File: config.mk
export PLATFORM = sky130hd
export DESIGN_NAME = sic_irq_hub
export DESIGN_NICKNAME = d
export VERILOG_FILES = /design/src/rtl/sic_pkg.sv /design/src/rtl/sic_regfile.sv /design/src/rtl/sic_route.sv /design/src/rtl/sic_rdmux.sv /design/src/rtl/sic_irq_hub.sv
export SDC_FILE = /design/constraint.sdc
export NUM_CORES = 1
export LEC_CHECK = 0
export BUFFER_PORTS_ARGS = -buffer_cell sky130_fd_sc_hd__buf_4
export CAP_MARGIN = 20
export CORE_ASPECT_RATIO = 0.8
export CORE_MARGIN = 2
export CORE_UTILIZATION = 57
export DETAILED_ROUTE_END_ITERATION = 8
export PLACE_DENSITY = 0.83
export SYNTH_ARGS = -nofsm -noshare
export SYNTH_HDL_FRONTEND = slang
export SYNTH_SLANG_ARGS = --single-unit
File: constraint.sdc
create_clock -name clk -period 3.58 [get_ports clk]
set_input_delay 0.179 -clock clk [delete_from_list [all_inputs] [get_ports clk]]
set_output_delay 0.179 -clock clk [all_outputs]
set_load 0.02 [all_outputs]
File: src/rtl/sic_pkg.sv
package sic_pkg;
  // Word indices (byte offset >> 2); the numbering is what software decodes.
  localparam int SIC_W_STATUS  = 0;
  localparam int SIC_W_RAW     = 1;
  localparam int SIC_W_EN      = 2;  // read mask, write sets
  localparam int SIC_W_ENCLR   = 3;
  localparam int SIC_W_SOFT    = 4;  // read raw bit 0, nonzero write sets mask bit 0
  localparam int SIC_W_SOFTCLR = 5;
  localparam int SIC_W_ROUTE   = 8;  // read routing, write sets
  localparam int SIC_W_ROUTECLR = 9;
endpackage

File: src/rtl/sic_regfile.sv
module sic_regfile #(
  parameter int N     = 32,
  parameter int WW    = 10,
  parameter int PT_LO = 21,
  parameter int PT_HI = 30
) (
  input  logic          clk,
  input  logic          rst_n,
  input  logic [N-1:0]  src_i,
  input  logic          we,
  input  logic [WW-1:0] word,
  input  logic [N-1:0]  wdata,
  output logic [N-1:0]  raw_d,
  output logic [N-1:0]  mask_d,
  output logic [N-1:0]  route_d,
  output logic [N-1:0]  raw_q,
  output logic [N-1:0]  mask_q,
  output logic [N-1:0]  route_q
);
  localparam logic [WW-1:0] WI_EN      = WW'(sic_pkg::SIC_W_EN);
  localparam logic [WW-1:0] WI_ENCLR   = WW'(sic_pkg::SIC_W_ENCLR);
  localparam logic [WW-1:0] WI_SOFT    = WW'(sic_pkg::SIC_W_SOFT);
  localparam logic [WW-1:0] WI_SOFTCLR = WW'(sic_pkg::SIC_W_SOFTCLR);
  localparam logic [WW-1:0] WI_RT      = WW'(sic_pkg::SIC_W_ROUTE);
  localparam logic [WW-1:0] WI_RTCLR   = WW'(sic_pkg::SIC_W_ROUTECLR);

  function automatic logic [N-1:0] band_mask();
    logic [N-1:0] m;
    for (int i = 0; i < N; i++) m[i] = (i >= PT_LO) && (i <= PT_HI);
    return m;
  endfunction
  localparam logic [N-1:0] RT_BAND = band_mask();

  logic mask_en, route_en;
  logic wnz;

  assign wnz = |wdata;

  always_comb begin
    raw_d    = src_i;
    mask_d   = mask_q;
    route_d  = route_q;
    mask_en  = 1'b0;
    route_en = 1'b0;
    if (we) begin
      unique case (word)
        WI_EN:      begin mask_d = mask_q | wdata;  mask_en = 1'b1; end
        WI_ENCLR:   begin mask_d = mask_q & ~wdata; mask_en = 1'b1; end
        WI_SOFT:    begin mask_d[0] = mask_q[0] | wnz;  mask_en = wnz; end
        WI_SOFTCLR: begin mask_d[0] = mask_q[0] & ~wnz; mask_en = wnz; end
        WI_RT:      begin route_d = route_q | (wdata & RT_BAND); route_en = 1'b1; end
        WI_RTCLR:   begin route_d = route_q & ~wdata;            route_en = 1'b1; end
        default:    ;
      endcase
    end
  end

  always_ff @(posedge clk or negedge rst_n) begin
    if (!rst_n) begin
      raw_q   <= '0;
      mask_q  <= '0;
      route_q <= '0;
    end else begin
      raw_q <= raw_d;
      if (mask_en)  mask_q  <= mask_d;
      if (route_en) route_q <= route_d;
    end
  end
endmodule

File: src/rtl/sic_route.sv
module sic_route #(
  parameter int N     = 32,
  parameter int PT_LO = 21,
  parameter int PT_HI = 30,
  parameter int MERGE = 31
) (
  input  logic         clk,
  input  logic         rst_n,
  input  logic [N-1:0] raw_d,
  input  logic [N-1:0] mask_d,
  input  logic [N-1:0] route_d,
  output logic [N-1:0] irq_q
);
  logic [N-1:0] irq_d;

  for (genvar i = 0; i < N; i++) begin : g_line
    if (i == MERGE) begin : g_merge
      assign irq_d[i] = |(raw_d & mask_d);
    end else if (i >= PT_LO && i <= PT_HI) begin : g_direct
      assign irq_d[i] = route_d[i] & raw_d[i];
    end else begin : g_idle
      assign irq_d[i] = 1'b0;
    end
  end

  always_ff @(posedge clk or negedge rst_n) begin
    if (!rst_n) irq_q <= '0;
    else        irq_q <= irq_d;
  end
endmodule

File: src/rtl/sic_rdmux.sv
module sic_rdmux #(
  parameter int N  = 32,
  parameter int WW = 10
) (
  input  logic [WW-1:0] word,
  input  logic [N-1:0]  raw_q,
  input  logic [N-1:0]  mask_q,
  input  logic [N-1:0]  route_q,
  output logic [N-1:0]  rdata
);
  localparam logic [WW-1:0] WI_STATUS = WW'(sic_pkg::SIC_W_STATUS);
  localparam logic [WW-1:0] WI_RAW    = WW'(sic_pkg::SIC_W_RAW);
  localparam logic [WW-1:0] WI_EN     = WW'(sic_pkg::SIC_W_EN);
  localparam logic [WW-1:0] WI_SOFT   = WW'(sic_pkg::SIC_W_SOFT);
  localparam logic [WW-1:0] WI_RT     = WW'(sic_pkg::SIC_W_ROUTE);

  always_comb begin
    rdata = '0;
    unique case (word)
      WI_STATUS: rdata = raw_q & mask_q;
      WI_RAW:    rdata = raw_q;
      WI_EN:     rdata = mask_q;
      WI_SOFT:   rdata[0] = raw_q[0];
      WI_RT:     rdata = route_q;
      default:   ;
    endcase
  end
endmodule

File: src/rtl/sic_irq_hub.sv
module sic_irq_hub #(
  parameter int N     = 32,
  parameter int AW    = 12,
  parameter int PT_LO = 21,
  parameter int PT_HI = 30,
  parameter int MERGE = 31
) (
  input  logic          clk,
  input  logic          rst_n,
  input  logic [N-1:0]  src_i,
  input  logic [AW-1:0] bus_addr,
  input  logic          bus_we,
  input  logic [N-1:0]  bus_wdata,
  output logic [N-1:0]  bus_rdata,
  output logic [N-1:0]  irq_o
);
  localparam int WW = AW - 2;

  logic [WW-1:0] word;
  logic [N-1:0]  raw_d, mask_d, route_d;
  logic [N-1:0]  raw_q, mask_q, route_q;
  logic          unused_lsb;

  assign word       = bus_addr[AW-1:2];
  assign unused_lsb = ^bus_addr[1:0];

  sic_regfile #(.N(N), .WW(WW), .PT_LO(PT_LO), .PT_HI(PT_HI)) u_regs (
    .clk(clk), .rst_n(rst_n), .src_i(src_i), .we(bus_we), .word(word),
    .wdata(bus_wdata), .raw_d(raw_d), .mask_d(mask_d), .route_d(route_d),
    .raw_q(raw_q), .mask_q(mask_q), .route_q(route_q)
  );

  sic_route #(.N(N), .PT_LO(PT_LO), .PT_HI(PT_HI), .MERGE(MERGE)) u_route (
    .clk(clk), .rst_n(rst_n), .raw_d(raw_d), .mask_d(mask_d),
    .route_d(route_d), .irq_q(irq_o)
  );

  sic_rdmux #(.N(N), .WW(WW)) u_rd (
    .word(word), .raw_q(raw_q), .mask_q(mask_q), .route_q(route_q),
    .rdata(bus_rdata)
  );
endmodule

After elaboration in Yosys (flattened, before gate mapping). Cells that the tools add are included.

Equality and inequality tests: 7. Muxes and demuxes: 11. Bitwise gates (word level): 20. Reductions and logical operators: 9.

Operators with widths (count): $and 32x32->32 (4); $pmux 31 s4 (1); $pmux 32 s2 (1); $reduce_or 32->1 (2); $pmux 31 s2 (1); $mux 32 (1); $not 32->32 (1); $or 32x31->32 (1); $or 32x32->32 (1); $mux 31 (1); $eq 10x2->1 const B (2); $eq 10x3->1 const B (2); $eq 10x4->1 const B (2); $and 1x1->1 (11); $eq 10x1->1 const B (1); $logic_not 10->1 (1); $pmux 1 s4 (2); $reduce_or 2->1 (4); $mux 1 (3); $reduce_and 3->1 (1); $pmux 1 s2 (1); $reduce_bool 2->1 (1); $not 1->1 (1); $or 1x1->1 (1).

Bits in registers: 107. Input port bits: 79. Output and inout bits: 64. Word-level logic and storage cells: 52.

Logic depth before layout (Yosys ltp). Gate-level depths: netlist of run 1.

Depth after elaboration: 7. Depth in mapped cells: 9. Mapped depth without buffers: 7.

Cells and area by module. A second synthesis of run 1 with hierarchy kept.

Cell total of the unflattened synthesis: 608. Area total of the unflattened synthesis: 6665.1 um2.

By module, submodules not included: sic_regfile (instances 1, cells an instance 385, area an instance 4546.9 um2, sequential area each 2402.3 um2); sic_rdmux (instances 1, cells an instance 159, area an instance 1456.4 um2, sequential area each 0.0 um2); sic_route (instances 1, cells an instance 64, area an instance 661.9 um2, sequential area each 275.3 um2).

Worst setup path before layout of run 1. No wires, ideal clock.

Kind: input -> output. Start: input port bus_addr[9]. End: output port bus_rdata[0]. Arrival time: 2018 ps. Required time: 3401 ps. Slack: 1383 ps. Stages on the path: 6. Path buffers: 2. Path through: nor4_4 > and3_1 > buf_6 > clkbuf_1 > a21oi_1 > o311ai_0.

Longest elaborated chain between the ends: 3. Elaborated cells between the ends (all ways): 7. Classes of those cells: eq/ne: 4; mux: 1; reduce/logical: 2.

Ends and longest elaborated chain: start: declaration (RTL line sic_irq_hub.sv:11) `input logic [AW-1:0] bus_addr,`; $eq 10x3->1 or $eq 10x1->1 (tied branches) (RTL line sic_rdmux.sv:19) `unique case (word)`; $reduce_or 2->1 (no source line); $pmux 1 s4 (*) (RTL line sic_rdmux.sv:19); end: declaration (RTL line sic_irq_hub.sv:14) `output logic [N-1:0] bus_rdata,`.

Every way passes the cells marked *; elsewhere a longest branch is shown, timed or not.

Worst setup path in the final report of run 1.
Start: input port bus_addr[11]. End: output port bus_rdata[2].

Longest elaborated chain between the ends: 2. Elaborated cells between the ends (all ways): 5. Classes of those cells: eq/ne: 3; mux: 1; reduce/logical: 1.

Ends and longest elaborated chain (RTL line): $eq 10x4->1, or another cell as far along (sic_rdmux.sv:19); $pmux 31 s4 (*) (sic_rdmux.sv:19).

Marked as above.

==> results of run 1 <==
## worst max path at each step
stage	end	slack [ns]
after floorplan	bus_rdata[0]	1.38
after global placement	u_route.irq_q[31]$_DFF_PN0_	1.11
after detailed placement	u_route.irq_q[31]$_DFF_PN0_	1.09
after CTS	bus_rdata[6]	1.11
after global routing	bus_rdata[6]	0.86
final	bus_rdata[2]	1.08
## flip-flops by register name, indices dropped and copies added (netlist names)
| signal | count |
|---|---|
| u_regs.mask_q | 32 |
| u_regs.raw_q | 32 |
| u_regs.route_q | 32 |
| u_route.irq_q | 11 |
## metal layers
layer | up-vias | share of wire [%] | wire length [µm]
met5 | - | 0 | 0
met4 | 0 | 2.8 | 490
met3 | 50 | 12 | 2010
met2 | 366 | 46 | 7970
met1 | 2548 | 40 | 6900
li1 | 2361 | - | -
## power breakdown
group,internal [µW],switching (µW),leakage [µW]
Sequential,1240,16.2,0.00140
Combinational,110,168,0.00146
Clock,650,432,0.000159
Total,2000,616,0.00302
## stage by stage
| step | setup WS (ns) | total power, µW | util (%) |
|---|---|---|---|
| 3_3_place_gp | 1.11 | 1510 | 68.6 |
| 3_5_place_dp | 1.09 | 1510 | 68.6 |
| 5_1_grt | 0.857 | 2690 | 75.8 |
| 4_1_cts | 1.11 | 2610 | 75.8 |
| 2_1_floorplan | 1.38 | 1370 | - |
| 6_report | 1.08 | 2610 | 75.8 |
## final cells by class
| type | instances | area, µm² |
|---|---|---|
| clock buffer | 12 | 256 |
| multi-input combinational | 423 | 2360 |
| timing repair buffer | 163 | 1320 |
| inverter | 6 | 22.5 |
| fill | 645 | 2190 |
| sequential | 107 | 2680 |
| clock inverter | 4 | 72.6 |
| tap | 115 | 144 |
## worst max-delay path: stages
cell and delay [ns]:
buf_4 0.12, nor3_1 0.50, and3_2 0.70, buf_12 0.27
a31oi_1 0.10, o21ai_0 0.24, buf_4 0.19
## cells in the mapped netlist (3+ instances only)
cell / count / area, µm²
a21boi_0: 9 / 67.6
a21oi_1: 37 / 185
a221oi_1: 6 / 52.6
a22o_1: 4 / 35.0
a22oi_1: 5 / 37.5
a31oi_1: 56 / 350
and2_1: 13 / 81.3
and3_1: 6 / 37.5
buf_1: 3 / 11.3
buf_2: 4 / 20.0
buf_4: 22 / 165
clkbuf_1: 26 / 97.6
dfrtp_1: 107 / 2680
inv_1: 6 / 22.5
mux2i_1: 3 / 30.0
nand2_1: 90 / 338
nand3_1: 13 / 65.1
nand4_1: 13 / 81.3
nor2_1: 12 / 45.0
nor3_1: 5 / 25.0
nor4_1: 10 / 62.6
o211ai_1: 6 / 45.0
o21a_1: 13 / 97.6
o21ai_0: 68 / 340
o31ai_1: 7 / 52.6
## cell families after synthesis
group	share of synthesized area [%]
and+or+nand+nor	15.6
DFF	50.5
muxes	0.779
xor gates and xnor gates	0.165
AOI/OAI and AO/OA	26.5
other	0.0708
buffers and inverters	6.40
==> results.toml, run 1 <==
[synthesis]
synthCells = 573
ys_ff_latch = 107
yosysWarnings = 0
synth_edf_count = 0
synth_area_mm2 = 0.00530
syn_avg_cell_area_um2 = 9.25
ys_seq_area_share_pct = 50.5
synthArstFlopShare_pct = 100
ys_types = 47
synth_ff_type = "dfrtp_1"

[die]
row_count = 31
die_h_um = 90.2
initial_utilization_pct = 58.6
core_region_area_mm2 = 0.00904
ios = 143
die_w_um = 112
dieArea_mm2 = 0.0101

[final_layout]
drive_above_1_share_pct = 21.5
fin_nets = 789
layout_common_cells = "buf_4, dfrtp_1, nand2_1, o21ai_0, a31oi_1"
stdcell_count = 830
synthToLayoutAreaGrowth_pct = 29.3
final_area_mm2 = 0.00685
final_common_cell = "buf_4"
diodes = 0

[sta]
max_slew.worst_pin.slew_ns = 0.967
finalSetupTns_ns = 0
fmax_mhz = 399
clock_skew_ns = 0.00574
setup_viol = 0
hold_slack_ns = -0.0337
min_period_ns = 2.50
drv_slew = 0
maxSlewHeadroom_pct = 35.5
hold_viol = 23
rsz0062_at_grt = "no"
fin_crit_sh_pct = 69.9

[worst_hold_path]
min_path_type = "input port to asynchronous set/reset pin"

[cts]
cts_resized = 0
cts_tree = "built"
clockBufferDepth = 2
cts_buffers = 9
insertion_delay_ns = 0.35
htree_levels = 3
cts-root-buf = "clkbuf_16"
postCtsSetupRepairBufs = 0
numClockSinks = 107
postCtsHoldBufs = 32
clk_pin_slew_ns = 0.07

[drt]
drtPass1Iterations = 6
wirelength_mm = 17.4
drc = 0
ant_nets = 0
vias = 5325
via_per_inst = 6.42
drt-wirelength-per-cell_um = 20.9
drt-initial-drc-count = 743

[worst_setup_path]
critPathLaunchType = "input port"
cp.required_ns = 3.40
critical_path_class = "input port to primary output"
rr_startpoint = "u_regs.mask_q[17]$_DFFE_PN0P_"
path_max_fanout = 34
rrSetupSlack_ns = 1.48
cp.arrival_ns = 2.33
r2r_end = "u_route.irq_q[31]$_DFF_PN0_"
rr_worst_depth = 7
cp-startpoint = "bus_addr[11]"
critPathCaptureType = "primary output"

[global_route]
gr-max-usage-layer = "met2"
track_usage_pct = 35.1
grt_pass1_vias = 5170
use_met2_pct = 53.5
grt_remaining_overflow = 0
grt_first_pass_wirelength_mm = 27.4
grt_use_met3_pct = 9.37
gr-usage-met1_pct = 48.8
grt_max_degree = 77
antenna_found_initial = 0

[placement]
dp_hpwl_mm = 11.8
numPortBuffers = 119
place_inst = 782
place_area_mm2 = 0.00620
place.gp.congestion = 0.965

[power_and_ir_drop]
power.leakage_uw = 0.00302
peakVddDrop_v = 0.000458
powerDensity_mw_per_mm2 = 381

[status]
status = "complete, but fails checks"
violations = "hold timing"

[run]
cap_violations = 0
No activity file was read; power rests on OpenSTA's default activity.
==> inputs of run 2 (changes only) <==
CORE_UTILIZATION = 48   (was 57)
PLACE_DENSITY = 0.74   (was 0.83)
clock period = 2.3 ns   (was 3.58 ns; I/O delays follow)
==> results.toml, run 2 (synthesis gave the netlist of run 1 again) <==
[status]
status = "finished, final reports clean"

[drt]
drc = 0
drtPass1Iterations = 5
wirelength_mm = 17.6
ant_nets = 0
via_per_inst = 6.04
drt-wirelength-per-cell_um = 20.1
vias = 5311
drt-initial-drc-count = 524

[final_layout]
synthToLayoutAreaGrowth_pct = 33.2
stdcell_count = 880
fill_cells = 905
drive_above_1_share_pct = 23.5
layout_common_cells = "buf_4, dfrtp_1, nand2_1, o21ai_0, a31oi_1"
fin_nets = 810
diodes = 0
final_common_cell = "buf_4"
top_regs = "u_regs.mask_q (32), u_regs.raw_q (32), u_regs.route_q (32)"

[worst_setup_path]
rr_worst_depth = 7
cp.required_ns = 2.51
path_cells = "dlygate4sd3_1 -> buf_4 -> a22o_1 -> a221oi_1 -> nand4_1 -> a31oi_1 -> o311ai_0 -> a31oi_1 -> nand4_1"
max_stage_delay_ns = 0.53
path_max_fanout = 3
critical_path_class = "input port to register"
critPathLaunchType = "input port"
rrSetupSlack_ns = 0.31
critPathCaptureType = "register"
cp.arrival_ns = 2.40
slowest_stage = "dlygate4sd3_1"

[sta]
rsz0062_at_grt = "no"
hold_viol = 0
clock_skew_ns = 0.00628
maxSlewHeadroom_pct = 63.1
finalSetupTns_ns = 0
fin_crit_sh_pct = 95.4
drv_slew = 0
min_period_ns = 2.19
max_slew.worst_pin.slew_ns = 0.546
setup_viol = 0
fmax_mhz = 456

[global_route]
grt_first_pass_wirelength_mm = 27.0
antenna_found_initial = 0
grt_max_degree = 70
grt_remaining_overflow = 0
track_usage_pct = 29.8
grt_pass1_vias = 5082

[power_and_ir_drop]
peakVddDrop_v = 0.000375
powerDensity_mw_per_mm2 = 559
power.leakage_uw = 0.00312

[worst_hold_path]
min_path_type = "input port to register"
hold_depth = 2

[die]
ios = 143
initial_utilization_pct = 49.0
row_count = 34
dieArea_mm2 = 0.0119
die_h_um = 98.0
die_w_um = 121
core_region_area_mm2 = 0.0108

[cts]
cts_buffers = 9
htree_levels = 3
insertion_delay_ns = 0.35
clockBufferDepth = 2
cts-root-buf = "clkbuf_16"
cts_tree = "built"
clk_pin_slew_ns = 0.06
numClockSinks = 107
postCtsSetupRepairBufs = 0

[placement]
place.gp.congestion = 0.952
place_inst = 828
dp_hpwl_mm = 12.9
numPortBuffers = 119

[run]
cap_violations = 0
[run 2: cell types whose count changed in the layout (fill, tap and decap cells not counted), moves of 2 or more]
cell and delta:
dlygate4sd3_1 +4, buf_4 +15, buf_12 +2, clkinv_2 +2
[run 2: metrics by stage]
stage	total power, µW	instance area (µm²)	util (%)	hold slack [ns]	setup WS (ns)
2_1_floorplan	2130	5370	-	-0.181	0.231
3_3_place_gp	2370	6390	59.1	0.153	0.176
3_5_place_dp	2380	6390	59.1	0.155	0.110
4_1_cts	3960	7050	65.2	0.00917	0.0466
5_1_grt	4080	7060	65.3	0.0157	0.0207
6_report	3950	7060	65.3	0.0161	0.107
[run 2: worst paths after layout]
path                                                startpoint                        endpoint
worst max-delay path                                 src_i[11]     u_route.irq_q[31]$_DFF_PN0_
worst min-delay path                             bus_wdata[16]  u_regs.route_q[16]$_DFFE_PN0P_
worst max register to register   u_regs.mask_q[17]$_DFFE_PN0P_     u_route.irq_q[31]$_DFF_PN0_
worst min register to register  u_regs.route_q[11]$_DFFE_PN0P_  u_regs.route_q[11]$_DFFE_PN0P_
max in group asynchronous                                rst_n       u_regs.raw_q[6]$_DFF_PN0_
min in group asynchronous                                rst_n      u_regs.raw_q[19]$_DFF_PN0_
[run 2: area by class of cell]
cell class,count,area (µm²),area share [%]
Sequential cell,107,2680,37.9
Tap cell,144,180,2.55
Inverter,6,22.5,0.319
Timing Repair Buffer,184,1510,21.4
Multi-Input combinational cell,423,2370,33.6
Clock inverter,5,52.6,0.745
Clock buffer,11,243,3.44
[run 2: routing by layer]
layer / part of all wire [%] / track usage (%) / wire (µm)
met1: 43 / 42.9 / 7650
met2: 45 / 45.1 / 7960
met3: 9.2 / 7.18 / 1620
met4: 2.4 / 8.49 / 417
met5: 0 / 0 / 0
[run 2: worst max-delay path, delay by kind of cell]
kind	cells	cell delay, ns
AND/OR/NAND/NOR	2	0.26
buffers and inverters	2	0.68
AO/OA/AOI/OAI	5	1.34
[run 2: repair_timing]
item	CTS	global route
endpoints found under the hold margin	142	0
hold buffers	36	0
resized for setup	0	2
endpoints found under the setup margin	0	1
[run 2: power by group]
part | switching, µW | internal, µW | leakage (µW)
Combinational | 268 | 188 | 0.00157
Sequential | 24.2 | 1920 | 0.00140
Clock | 674 | 869 | 0.000145
Total | 966 | 2980 | 0.00312
==> inputs of run 3 (changes only) <==
CORE_UTILIZATION = 53   (was 48)
PLACE_DENSITY = 0.77   (was 0.74)
clock period = 2.2 ns   (was 2.3 ns; I/O delays follow)
==> results.toml, run 3 (synthesis gave the netlist of run 1 again) <==
[cts]
htree_levels = 3
insertion_delay_ns = 0.36
cts-root-buf = "clkbuf_16"
clockBufferDepth = 2
clk_pin_slew_ns = 0.08
cts_tree = "built"
cts_buffers = 9
numClockSinks = 107

[final_layout]
final_area_mm2 = 0.00719
final_common_cell = "buf_4"
diodes = 0
fin_nets = 820
top_regs = "u_regs.mask_q (32), u_regs.raw_q (32), u_regs.route_q (32)"
stdcell_count = 882
fill_cells = 726
synthToLayoutAreaGrowth_pct = 35.7
seqCellArea_mm2 = 0.00268
fin_util_pct = 74.2
drive_above_1_share_pct = 24.5
layout_common_cells = "buf_4, dfrtp_1, nand2_1, o21ai_0, a31oi_1"
multi_input_area_mm2 = 0.00238

[sta]
max_slew.worst_pin.slew_ns = 0.589
setup_viol = 0
clock_skew_ns = 0.00968
drv_slew = 0
maxSlewHeadroom_pct = 60.2
finalSetupTns_ns = 0
min_period_ns = 2.10
hold_viol = 0
fin_crit_sh_pct = 95.4
fmax_mhz = 476
rsz0062_at_grt = "no"

[worst_setup_path]
r2r_end = "u_route.irq_q[31]$_DFF_PN0_"
critPathCaptureType = "primary output"
rr_worst_depth = 7
path_cells = "buf_4 -> or4_4 -> nor2_1 -> nand2_1 -> nor3b_4 -> buf_4 -> buf_12 -> nand2_1 -> o311ai_0 -> buf_4"
path_max_fanout = 13
rr_startpoint = "u_regs.mask_q[17]$_DFFE_PN0P_"
cp.required_ns = 2.09
critical_path_class = "input port to primary output"
worst-path-buf-inv = 4
critPathMostFrequentCell = "buf_4"
rrSetupSlack_ns = 0.22
crit_family = "simple AND/OR/NAND/NOR gates"
max_stage_delay_ns = 0.55
critPathLaunchType = "input port"
slowest_stage = "or4_4"
cp.arrival_ns = 1.99

[drt]
vias = 5477
ant_nets = 0
drt-wirelength-per-cell_um = 20.3
wirelength_mm = 17.9
drt-initial-drc-count = 580
via_per_inst = 6.21
drtPass1Iterations = 5
drc = 0

[die]
die_h_um = 93.4
die_w_um = 116
initial_utilization_pct = 54.7
row_count = 32
core_region_area_mm2 = 0.00969
dieArea_mm2 = 0.0108
ios = 143

[worst_hold_path]
timing.hold.worst.start = "bus_wdata[24]"
min_path_type = "input port to register"
min_to = "u_regs.route_q[24]$_DFFE_PN0P_"
hold_depth = 2

[placement]
place.gp.congestion = 0.973
place_area_mm2 = 0.00640
numPortBuffers = 119
dp_hpwl_mm = 12.4
place_inst = 823

[global_route]
gr-usage-met1_pct = 46.9
track_usage_pct = 33.3
grt_first_pass_wirelength_mm = 27.3
grt_remaining_overflow = 0
gr-max-usage-layer = "met2"
grt_use_met3_pct = 9.72
use_met2_pct = 50.2
grt_max_degree = 108
grt_pass1_vias = 5304
antenna_found_initial = 0

[run]
cap_violations = 0

[power_and_ir_drop]
powerDensity_mw_per_mm2 = 594
peakVddDrop_v = 0.000636
power_uw = 4270
power.leakage_uw = 0.00319

[status]
status = "finished, final reports clean"
-- run 3: cell types whose count changed in the layout (fill, tap and decap cells not counted) --
cell | before | now
buf_4 | 145 | 150
dlygate4sd3_1 | 36 | 39
inv_6 | 0 | 3
clkinv_2 | 3 | 1
buf_6 | 0 | 1
bufinv_16 | 1 | 2
clkbuf_1 | 1 | 0
clkbuf_16 | 9 | 10
clkbuf_8 | 1 | 0
nor4b_1 | 1 | 0
nor4b_2 | 0 | 1
or4_1 | 1 | 0
or4_4 | 0 | 1
-- run 3: worst max-delay path by stage --
stage                      startpoint                     endpoint  slack [ns]  cells past startpoint
final                     bus_addr[9]                 bus_rdata[0]        0.10                     10
after detailed placement  bus_addr[9]  u_route.irq_q[31]$_DFF_PN0_        0.05                      8
after global routing      bus_addr[9]                 bus_rdata[3]        0.01                     10
after floorplan           bus_addr[9]                 bus_rdata[0]        0.14                      6
after global placement    bus_addr[9]  u_route.irq_q[31]$_DFF_PN0_        0.09                      9
after CTS                 bus_addr[9]                 bus_rdata[6]        0.08                      9
-- run 3: per-stage QoR --
stage          hold WS [ns]  worst slack, ns
2_1_floorplan        -0.186            0.141
3_3_place_gp          0.226           0.0881
3_5_place_dp          0.231           0.0475
4_1_cts            0.000548           0.0792
5_1_grt             0.00174          0.00981
6_report            0.00216            0.101
-- run 3: what timing repair did --
item	CTS	global route
resized for setup	0	5
endpoints found under the setup margin	0	16
hold buffers	39	0
hold endpoints to repair	148	0
setup buffers	0	3
-- run 3: final cells by class --
class | count | share of cell area, %
sequential | 107 | 37.2
inverter | 6 | 0.313
multi-input combinational | 423 | 33.1
timing repair buffer | 194 | 22.4
clock buffer | 9 | 3.13
tap | 136 | 2.37
clock inverter | 7 | 1.37
-- run 3: worst reg2reg max path, cell delays in order, from the launching register on --
cell and delay (ns):
dfrtp_1 0.40, and2_1 0.16, a32o_1 0.22, nor4_2 0.26
nand4_1 0.13, or3_1 0.40, nor4_1 0.17, nand4_1 0.12
-- run 3: layer usage --
| layer | up-vias | wire length (µm) |
|---|---|---|
| met5 | - | 0 |
| met2 | 337 | 8050 |
| met1 | 2674 | 7600 |
| li1 | 2427 | - |
| met4 | 0 | 350 |
| met3 | 39 | 1870 |
-- run 3: where the power goes --
| part | leakage (µW) | switching, µW | internal [µW] | total (µW) |
|---|---|---|---|---|
| Sequential | 0.00140 | 25.9 | 2010 | 2040 |
| Combinational | 0.00163 | 281 | 203 | 483 |
| Clock | 0.000157 | 746 | 1010 | 1750 |
| Total | 0.00319 | 1050 | 3220 | 4270 |
